### config.mk
export PLATFORM = sky130hd
export DESIGN_NAME = crc16_run_engine
export DESIGN_NICKNAME = d
export VERILOG_FILES = /design/src/rtl/crc16_pkg.sv /design/src/rtl/crc16_table.sv /design/src/rtl/crc16_step.sv /design/src/rtl/crc16_result.sv /design/src/rtl/crc16_run_engine.sv
export SDC_FILE = /design/constraint.sdc
export NUM_CORES = 1
export LEC_CHECK = 0
export CAP_MARGIN = 10
export CORE_UTILIZATION = 53
export DETAILED_ROUTE_END_ITERATION = 10
export PLACE_DENSITY = 0.86
export SYNTH_ARGS = -nofsm -noshare
export SYNTH_HDL_FRONTEND = slang
export SYNTH_SLANG_ARGS = --single-unit
### constraint.sdc
create_clock -name clk -period 3.5 [get_ports clk]
set_input_delay 0.7 -clock clk [delete_from_list [all_inputs] [get_ports clk]]
set_output_delay 0.7 -clock clk [all_outputs]
set_load 0.1 [all_outputs]
### src/rtl/crc16_pkg.sv
package crc16_pkg;
  localparam int CRC_W  = 16;
  localparam int BYTE_W = 8;

  typedef logic [CRC_W-1:0]  crc_t;
  typedef logic [BYTE_W-1:0] byte_t;

  // CRC of the single byte idx, MSB first, zero start, no output mask.
  function automatic crc_t entry_of(input byte_t idx, input crc_t poly);
    crc_t c;
    c = crc_t'(idx) << (CRC_W - BYTE_W);
    for (int k = 0; k < BYTE_W; k++) begin
      if (c[CRC_W-1]) c = (c << 1) ^ poly;
      else            c = c << 1;
    end
    return c;
  endfunction
endpackage

### src/rtl/crc16_table.sv
module crc16_table
  import crc16_pkg::*;
#(
  parameter crc_t POLY = 16'h1021
) (
  input  byte_t addr,
  output crc_t  data
);
  localparam int DEPTH = 1 << BYTE_W;

  crc_t tbl [DEPTH];

  for (genvar g = 0; g < DEPTH; g++) begin : g_ent
    assign tbl[g] = entry_of(byte_t'(g), POLY);
  end

  assign data = tbl[addr];
endmodule

### src/rtl/crc16_step.sv
module crc16_step
  import crc16_pkg::*;
#(
  parameter crc_t POLY = 16'h1021
) (
  input  crc_t  cur,
  input  byte_t din,
  output crc_t  nxt
);
  localparam int SH = CRC_W - BYTE_W;

  crc_t  mixed;
  crc_t  lut_val;

  assign mixed = cur ^ (crc_t'(din) << SH);

  crc16_table #(.POLY(POLY)) u_tbl (
    .addr (mixed[CRC_W-1:SH]),
    .data (lut_val)
  );

  assign nxt = lut_val ^ (mixed << BYTE_W);
endmodule

### src/rtl/crc16_result.sv
module crc16_result
  import crc16_pkg::*;
(
  input  logic clk,
  input  logic rst_n,
  input  logic fire,
  input  crc_t value,
  input  crc_t chk,
  output logic done,
  output crc_t crc,
  output logic match
);
  always_ff @(posedge clk or negedge rst_n) begin
    if (!rst_n) begin
      done  <= 1'b0;
      crc   <= '0;
      match <= 1'b0;
    end else begin
      done <= fire;
      if (fire) begin
        crc   <= value;
        match <= (value == chk);
      end
    end
  end

  p_done_cause_r6: assert property (@(posedge clk) disable iff (!rst_n)
    done |-> $past(fire));
  p_hold_r6: assert property (@(posedge clk) disable iff (!rst_n)
    !fire |=> $stable(crc));
  p_match_r7: assert property (@(posedge clk) disable iff (!rst_n)
    fire |=> (match == (crc == $past(chk))));
endmodule

### src/rtl/crc16_run_engine.sv
module crc16_run_engine
  import crc16_pkg::*;
#(
  parameter logic [15:0] POLY    = 16'h1021,
  parameter logic [15:0] XOR_OUT = 16'h00FF
) (
  input  logic        clk,
  input  logic        rst_n,
  input  logic        clr,
  input  logic        in_valid,
  output logic        in_ready,
  input  logic [7:0]  in_data,
  input  logic        in_last,
  input  logic [15:0] chk_word,
  output logic        out_done,
  output logic [15:0] out_crc,
  output logic        out_match
);
  crc_t run_q;
  crc_t run_d;
  logic take;

  assign in_ready = 1'b1;
  assign take     = in_valid && !clr;

  crc16_step #(.POLY(POLY)) u_step (
    .cur (run_q),
    .din (in_data),
    .nxt (run_d)
  );

  always_ff @(posedge clk or negedge rst_n) begin
    if (!rst_n)    run_q <= '0;
    else if (clr)  run_q <= '0;
    else if (take) run_q <= run_d;
  end

  crc16_result u_res (
    .clk   (clk),
    .rst_n (rst_n),
    .fire  (take && in_last),
    .value (run_d ^ XOR_OUT),
    .chk   (chk_word),
    .done  (out_done),
    .crc   (out_crc),
    .match (out_match)
  );

  p_clear_r5: assert property (@(posedge clk) disable iff (!rst_n)
    clr |=> (run_q == '0));
  p_clear_drop_r5: assert property (@(posedge clk) disable iff (!rst_n)
    clr |=> !out_done);
  p_idle_r9: assert property (@(posedge clk) disable iff (!rst_n)
    (!in_valid && !clr) |=> $stable(run_q));
  p_accept_r8: assert property (@(posedge clk) disable iff (!rst_n)
    (in_valid && !clr && in_last) |=> out_done);
endmodule

==> results.md, run 1 <==
* Worst-margin pin slew at 0.985 ns
* Reg2reg path depth at 5
* Yosys synthesis warning count at 0
* DRC Markers at 0
* RSZ-0062 raised after global routing: no
* Arrival time at the worst endpoint at 1.89 ns
* R2r setup slk at 1.53 ns
* CTS Buf Count at 5
* Die area at just under 4000 um^2
* Core ar. at 3420 um^2
* Crit-path max cell delay at 1.16 ns
* Setup TNS at 0 ns
* Final min period at around 2.6 ns
* Hold Crit Class: reg -> reg
* CP endpoint kind: primary output
* Critical-path top delay cell: clkdlybuf4s50_1
* Max Fanout on Critical Path at 2
* Starting Density at 0.562
* Most common cell after layout, fill and taps aside: clkdlybuf4s50_1
* GP Congestion at between 0.8 and 0.9
* Largest net degree at the start of global routing at 35
* TritonCTS clock tree: built
* Wire per inst at 15.3 um
* Most frequent cells in the layout: clkdlybuf4s50_1 (46), nand2_1 (35), dfrtp_1 (34)
* Cell row count at 21
* Vias at roughly 1,400
* FF+latch count, synth at 34
* CP required at 2.80 ns
* Deepest clock path buffer count at 2
* Pwr dens at 1070 nW/um^2
* Final Hold Vio Count at 0
* Yosys cell types at 30
* Hpwl dp at 3060 um
* ANT nets after route at 0
* Clk_lat worst skew at 0.34 ns
* CP cell instances: clkdlybuf4s50_1
* Max-cap violations at 0
* ANT cells at 0
* Hold Path End: u_res.crc[4]$_DFFE_PN0P_
* Final setup margin at 0.913 ns
* Post-cts sizing count at 0
* Syn nets at just over 200
* # nets final at approximately 260
* First-pass GRT wire length at between 7000 and 8000 um
* Sequential share of the synthesized area at 0.443
* Syn_area_per_cell at about 11 um^2
* Routed vias/inst at roughly 5.2
* Mapped Area at 1920 um^2
* Reg2Reg Capture Point: u_res.match$_DFFE_PN0P_
* Run status: completed
* Final Setup Violations at 0
* Drt pass-1 iters at 4
* Post-CTS Hold Fix Bufs at 0
* Layout cells sized above 1 at 0.0929
* Crit start category: flop
* Die H at 62.2 um
* Pre-CTS setup slack at between 0.7 and 0.8 ns
* Synthesized instance count at 177
* Worst path top cell family by delay: buffers and inverters
* Slew headroom at 0.341
* Post-CTS setup buffers at 0
* GRT Overall Usage at 0.242
* Starting DRC count in detailed routing at 50
* Total congestion overflow at 0
* Max Clk Rate at 387 MHz
* Routed wire length at 4180 um
* Clk slew on worst S/H paths at 0.10 ns
* CTS sink cnt at 34
* WS Path Type: reg -> out
* Area Overhead vs Synth at 29.5%
* H-Tree Depth at 2
* Crit path buffers/inverters at 1
* Die Span X at 62.2 um
* Peak supply drop at 678 uV
* Port Buffers at 46
* Vias in the first global route at 1,450
* Count of pins over their slew limit at 0
* Fill cell count at between 200 and 300
* Root Driver: clkbuf_4
* Total I/O pin count at between 40 and 50
* Clock skew at between 0.004 and 0.005 ns
* Hold Path Stages at 2
* Period utilisation layout at 0.739
* Reg-to-reg critical path startpoint: run_q[12]$_DFFE_PN0P_
* Initial antenna violation count at 0
* Pleak at between 1 and 1.5 nW
* Hold_sp: u_res.crc[4]$_DFFE_PN0P_
-- Yosys cell counts --
cell type | number | area (um^2)
a211oi_1 | 4 | 30.0
a2bb2oi_1 | 1 | 8.76
and3_1 | 2 | 12.5
buf_1 | 2 | 7.51
buf_4 | 1 | 7.51
clkbuf_1 | 3 | 11.3
clkinv_1 | 1 | 3.75
conb_1 | 1 | 3.75
dfrtp_1 | 34 | 851
inv_1 | 3 | 11.3
mux2i_1 | 13 | 130
nand2_1 | 35 | 131
nand3_1 | 1 | 5.00
nand3b_4 | 1 | 20.0
nand4_1 | 2 | 12.5
nor2_1 | 14 | 52.6
nor2b_1 | 3 | 18.8
nor3_1 | 3 | 15.0
o21ai_0 | 8 | 40.0
o221ai_1 | 1 | 8.76
o31ai_2 | 1 | 12.5
or2_2 | 1 | 6.26
or4_1 | 1 | 7.51
xnor2_1 | 17 | 149
xnor2_2 | 4 | 65.1
xnor2_4 | 2 | 55.1
xnor3_1 | 4 | 90.1
xnor3_2 | 1 | 23.8
xor2_1 | 11 | 96.3
xor2_2 | 2 | 32.5
-- power breakdown --
part	internal, mW	leakage [nW]	switching (mW)	total [mW]
sequential	0.543	0.438	0.119	0.662
clock	0.0904	0.0302	0.127	0.218
combinational	0.611	0.683	1.16	1.77
total	1.24	1.15	1.41	2.65
-- routing by layer --
layer	vias up	GRT usage	share of wire
li1	678	-	-
met4	0	0.0785	0.014
met2	54	0.402	0.49
met3	7	0.0570	0.059
met1	688	0.312	0.43
met5	-	0	0
-- final cells by class --
| class | count | area [um^2] | share of cell area |
|---|---|---|---|
| clock buffers | 6 | 51.3 | 0.0206 |
| inverters | 4 | 15.0 | 0.00604 |
| multi-input cells | 133 | 1030 | 0.413 |
| flip-flops and latches | 34 | 851 | 0.342 |
| well taps | 46 | 57.6 | 0.0232 |
| repair buffers | 49 | 483 | 0.194 |
-- flip-flops by register name, indices dropped and copies added, names as in the netlist --
register	cells
u_res.match	1
u_res.done	1
u_res.crc	16
run_q	16
-- worst max-delay path by stage --
| stage | end | slack (ns) | from | cells past startpoint |
|---|---|---|---|---|
| finish | out_crc[12] | 0.91 | u_res.crc[12]$_DFFE_PN0P_ | 1 |
| global route | out_crc[12] | 0.89 | u_res.crc[12]$_DFFE_PN0P_ | 1 |
| CTS | out_crc[12] | 0.92 | u_res.crc[12]$_DFFE_PN0P_ | 1 |
| detailed placement | u_res.match$_DFFE_PN0P_ | 0.79 | in_data[4] | 6 |
| global placement | u_res.match$_DFFE_PN0P_ | 0.85 | in_data[4] | 6 |
| floorplan | u_res.match$_DFFE_PN0P_ | 1.56 | in_data[0] | 5 |
-- stage by stage --
stage | power (mW) | utilization | area [um^2] | std cells | hold WS, ns
floorplan | 2.05 | - | 1920 | 177 | 0.404
global placement | 2.40 | 0.712 | 2430 | 266 | 0.459
detailed placement | 2.45 | 0.712 | 2430 | 266 | 0.474
CTS | 2.67 | 0.727 | 2480 | 272 | 0.497
global route | 2.79 | 0.727 | 2480 | 272 | 0.518
finish | 2.65 | 0.727 | 2480 | 272 | 0.491
-- cells by family after synthesis --
family | Yosys count | share of synthesized area
AND/OR/NAND/NOR | 63 | 0.147
other | 1 | 0.00195
AO/OA/AOI/OAI | 15 | 0.0522
buffers and inverters | 10 | 0.0215
flip-flops | 34 | 0.443
XOR/XNOR | 41 | 0.267
multiplexers | 13 | 0.0678
-- worst register-to-register path, cell delays in order, from the launching register on --
cell     delay [ns]
dfrtp_1        0.44
xnor2_1        0.38
xnor3_1        0.54
xnor2_1        0.21
nand3_1        0.11
o31ai_2        0.21
No activity file was read; power rests on OpenSTA's default activity.
==> run 2, diff against run 1 <==
--- a/config.mk
+++ b/config.mk
@@ -6,9 +6,9 @@
 export NUM_CORES = 1
 export LEC_CHECK = 0
 export CAP_MARGIN = 10
-export CORE_UTILIZATION = 53
+export CORE_UTILIZATION = 44
 export DETAILED_ROUTE_END_ITERATION = 10
-export PLACE_DENSITY = 0.86
+export PLACE_DENSITY = 0.77
 export SYNTH_ARGS = -nofsm -noshare
 export SYNTH_HDL_FRONTEND = slang
 export SYNTH_SLANG_ARGS = --single-unit
==> constraint.sdc (replaced) <==
create_clock -name clk -period 2.3 [get_ports clk]
set_input_delay 0.46 -clock clk [delete_from_list [all_inputs] [get_ports clk]]
set_output_delay 0.46 -clock clk [all_outputs]
set_load 0.1 [all_outputs]
==> results.md, run 2 (synthesis results as in run 1) <==
* Die area at 4630 um^2 (+20%)
* Met3 WL at 257 um (+4.0%)
* Hold Crit Class: reg -> reg
* Hold Path Stages at 2 (unchanged)
* DRC Markers at 0 (unchanged)
* Port Buffers at 46 (unchanged)
* Routed met2 length at 1910 um (-7.6%)
* M1 wire length at 1800 um (-0.22%)
* ANT nets after route at 0 (unchanged)
* Cell Count, Final, Fillers Out at 288 (+5.9%)
* Routed vias/inst at 4.88 (-7.0%)
* Period utilisation layout at 0.892
* Root Driver: clkbuf_8
* Routed wire length at 4040 um (-3.2%)
* Pre-CTS setup slack at -0.0640 ns (-0.849 ns)
* CTS sink cnt at 34 (unchanged)
* Final min period at 2.05 ns
* Clk pwr share at 0.097 (+0.015)
* Wire per inst at 14.0 um (-8.6%)
* Pleak at 1.24 nW (+7.8%)
* Reg2Reg Capture Point: u_res.match$_DFFE_PN0P_
* P_sw at 2.17 mW (+54%)
* CP cell instances: clkdlybuf4s50_1, xnor2_1, xnor3_1, xnor2_1, nand3_1, o31ai_2
* CTS Buf Count at 5 (unchanged)
* Initial antenna violation count at 0 (unchanged)
* Most used cell, CP: xnor2_1
* Final Setup Violations at 0 (unchanged)
* Cell row count at 23 (+9.5%)
* First-pass GRT wire length at 6320 um (-10%)
* Hold_sp: u_res.crc[10]$_DFFE_PN0P_
* WS Path Type: in -> reg
* Final instance area at 2560 um^2 (+3.2%)
* Peak supply drop at 982 uV (+45%)
* Reg-to-reg critical path startpoint: run_q[12]$_DFFE_PN0P_
* Layout cells sized above 1 at 0.206 (+0.113)
* Die Span X at 68.0 um (+9.4%)
* Crit-path max cell delay at 0.50 ns (-0.66 ns)
* Largest net degree at the start of global routing at 35 (unchanged)
* Die H at 68.0 um (+9.4%)
* Run status: completed
* Top Metal Used: met4
* Clk slew on worst S/H paths at 0.07 ns (-0.03 ns)
* Largest regs: run_q x16, u_res.crc x16
* GP Congestion at 0.884 (+5.6%)
* Arrival time at the worst endpoint at 2.25 ns (+0.36 ns)
* Dpl cells at 281 (+5.6%)
* CP required at 2.50 ns (-0.30 ns)
* Hpwl dp at 3020 um (-1.4%)
* Vias in the first global route at 1,322 (-8.8%)
* Post-CTS Hold Fix Bufs at 0 (unchanged)
* Internal at 2.09 mW (+68%)
* Area Overhead vs Synth at 33.6%
* Final setup margin at 0.249 ns (-0.665 ns)
* Most frequent cells in the layout: nand2_1 (35), dfrtp_1 (34), buf_4 (31)
* Drt pass-1 iters at 4 (unchanged)
* Max Fanout on Critical Path at 4 (+2)
* ANT cells at 0 (unchanged)
* Pwr dens at 1660 nW/um^2 (+56%)
* RSZ-0062 raised after global routing: no
* Setup TNS at 0 ns (unchanged)
* R2r setup slk at 0.50 ns (-1.03 ns)
* Vias at 1,405 (-1.5%)
* Count of pins over their slew limit at 0 (unchanged)
* Starting DRC count in detailed routing at 64 (+28%)
* Critical-path top delay cell: xnor3_1
* Final core area utilization at 0.628 (-0.0998)
* Deepest clock path buffer count at 2 (unchanged)
* Post-CTS setup buffers at 0 (unchanged)
* Most common cell after layout, fill and taps aside: nand2_1
* Post-cts sizing count at 0 (unchanged)
* Max-cap violations at 0 (unchanged)
* GRT Overall Usage at 0.199 (-0.0429)
* Clock skew at 0.00415 ns (-0.000773 ns)
* Core ar. at 4090 um^2 (+20%)
* Clk_lat worst skew at 0.29 ns (-0.05 ns)
* Total congestion overflow at 0 (unchanged)
* H-Tree Depth at 2 (unchanged)
* Flop pwr share at 0.236 (-0.014)
* Comb power frac at 0.667 (about the same)
* Final Hold Vio Count at 0 (unchanged)
* Reg2reg path depth at 5 (unchanged)
* DP Area at 2490 um^2 (+2.3%)
* TritonCTS clock tree: built
* # nets final at 267 (+4.3%)
* Starting Density at 0.470 (-0.0922)
* Crit start category: input port
* CP endpoint kind: flop
* Total I/O pin count at 48 (unchanged)
* Hold Path End: u_res.crc[10]$_DFFE_PN0P_
* Max Clk Rate at 487 MHz
* Net Sw Frac at 0.508 (-0.0219)
run 2: cell count changes in the layout (fill, tap and decap cells not counted):
| cell | previous run | this run |
|---|---|---|
| buf_4 | 3 | 31 |
| clkdlybuf4s50_1 | 46 | 28 |
| clkbuf_4 | 5 | 0 |
| clkbuf_8 | 1 | 5 |
| clkbuf_1 | 0 | 2 |
| buf_12 | 0 | 1 |
run 2: critical path: cells and delay by family:
kind | cells | cell delay, ns
buffers and inverters | 1 | 0.47
AND/OR/NAND/NOR | 1 | 0.11
AO/OA/AOI/OAI | 1 | 0.21
XOR/XNOR | 3 | 1.01
run 2: layer usage:
| metal | GRT usage | up-vias |
|---|---|---|
| li1 | - | 696 |
| met1 | 0.268 | 658 |
| met2 | 0.298 | 44 |
| met3 | 0.0500 | 7 |
| met4 | 0.0938 | 0 |
| met5 | 0 | - |
run 2: power by group through the flow:
stage / sequential, mW / combinational [mW] / clock, mW
after floorplan: 1.97 / 1.15 / 0
after global placement: 1.01 / 2.82 / 0
after detailed placement: 1.02 / 2.85 / 0
after CTS: 1.01 / 2.87 / 0.431
after global routing: 1.03 / 3.01 / 0.455
final: 1.01 / 2.84 / 0.412
run 2: layout make-up:
type	instances	area, um^2
Tap cell	50	62.6
Inverter	4	15.0
Sequential cell	34	851
Clock buffer	7	76.3
Timing Repair Buffer	60	533
Multi-Input combinational cell	133	1030
Fill cell	382	1520
run 2: worst max path at each step:
| stage | slack, ns | end | depth (start not counted) | from |
|---|---|---|---|---|
| 2_1_floorplan | 0.60 | u_res.match$_DFFE_PN0P_ | 5 | in_data[0] |
| 6_report | 0.25 | u_res.match$_DFFE_PN0P_ | 6 | in_data[4] |
| 5_1_grt | 0.09 | u_res.match$_DFFE_PN0P_ | 6 | in_data[4] |
| 3_3_place_gp | -0.0003 | u_res.match$_DFFE_PN0P_ | 6 | in_data[4] |
| 4_1_cts | 0.23 | u_res.match$_DFFE_PN0P_ | 6 | in_data[4] |
| 3_5_place_dp | -0.06 | u_res.match$_DFFE_PN0P_ | 6 | in_data[4] |
run 2: through the flow:
stage | hold slack [ns] | power (mW)
after floorplan | 0.164 | 3.12
after global placement | 0.464 | 3.83
after detailed placement | 0.464 | 3.88
after CTS | 0.484 | 4.31
after global routing | 0.504 | 4.50
final | 0.475 | 4.26
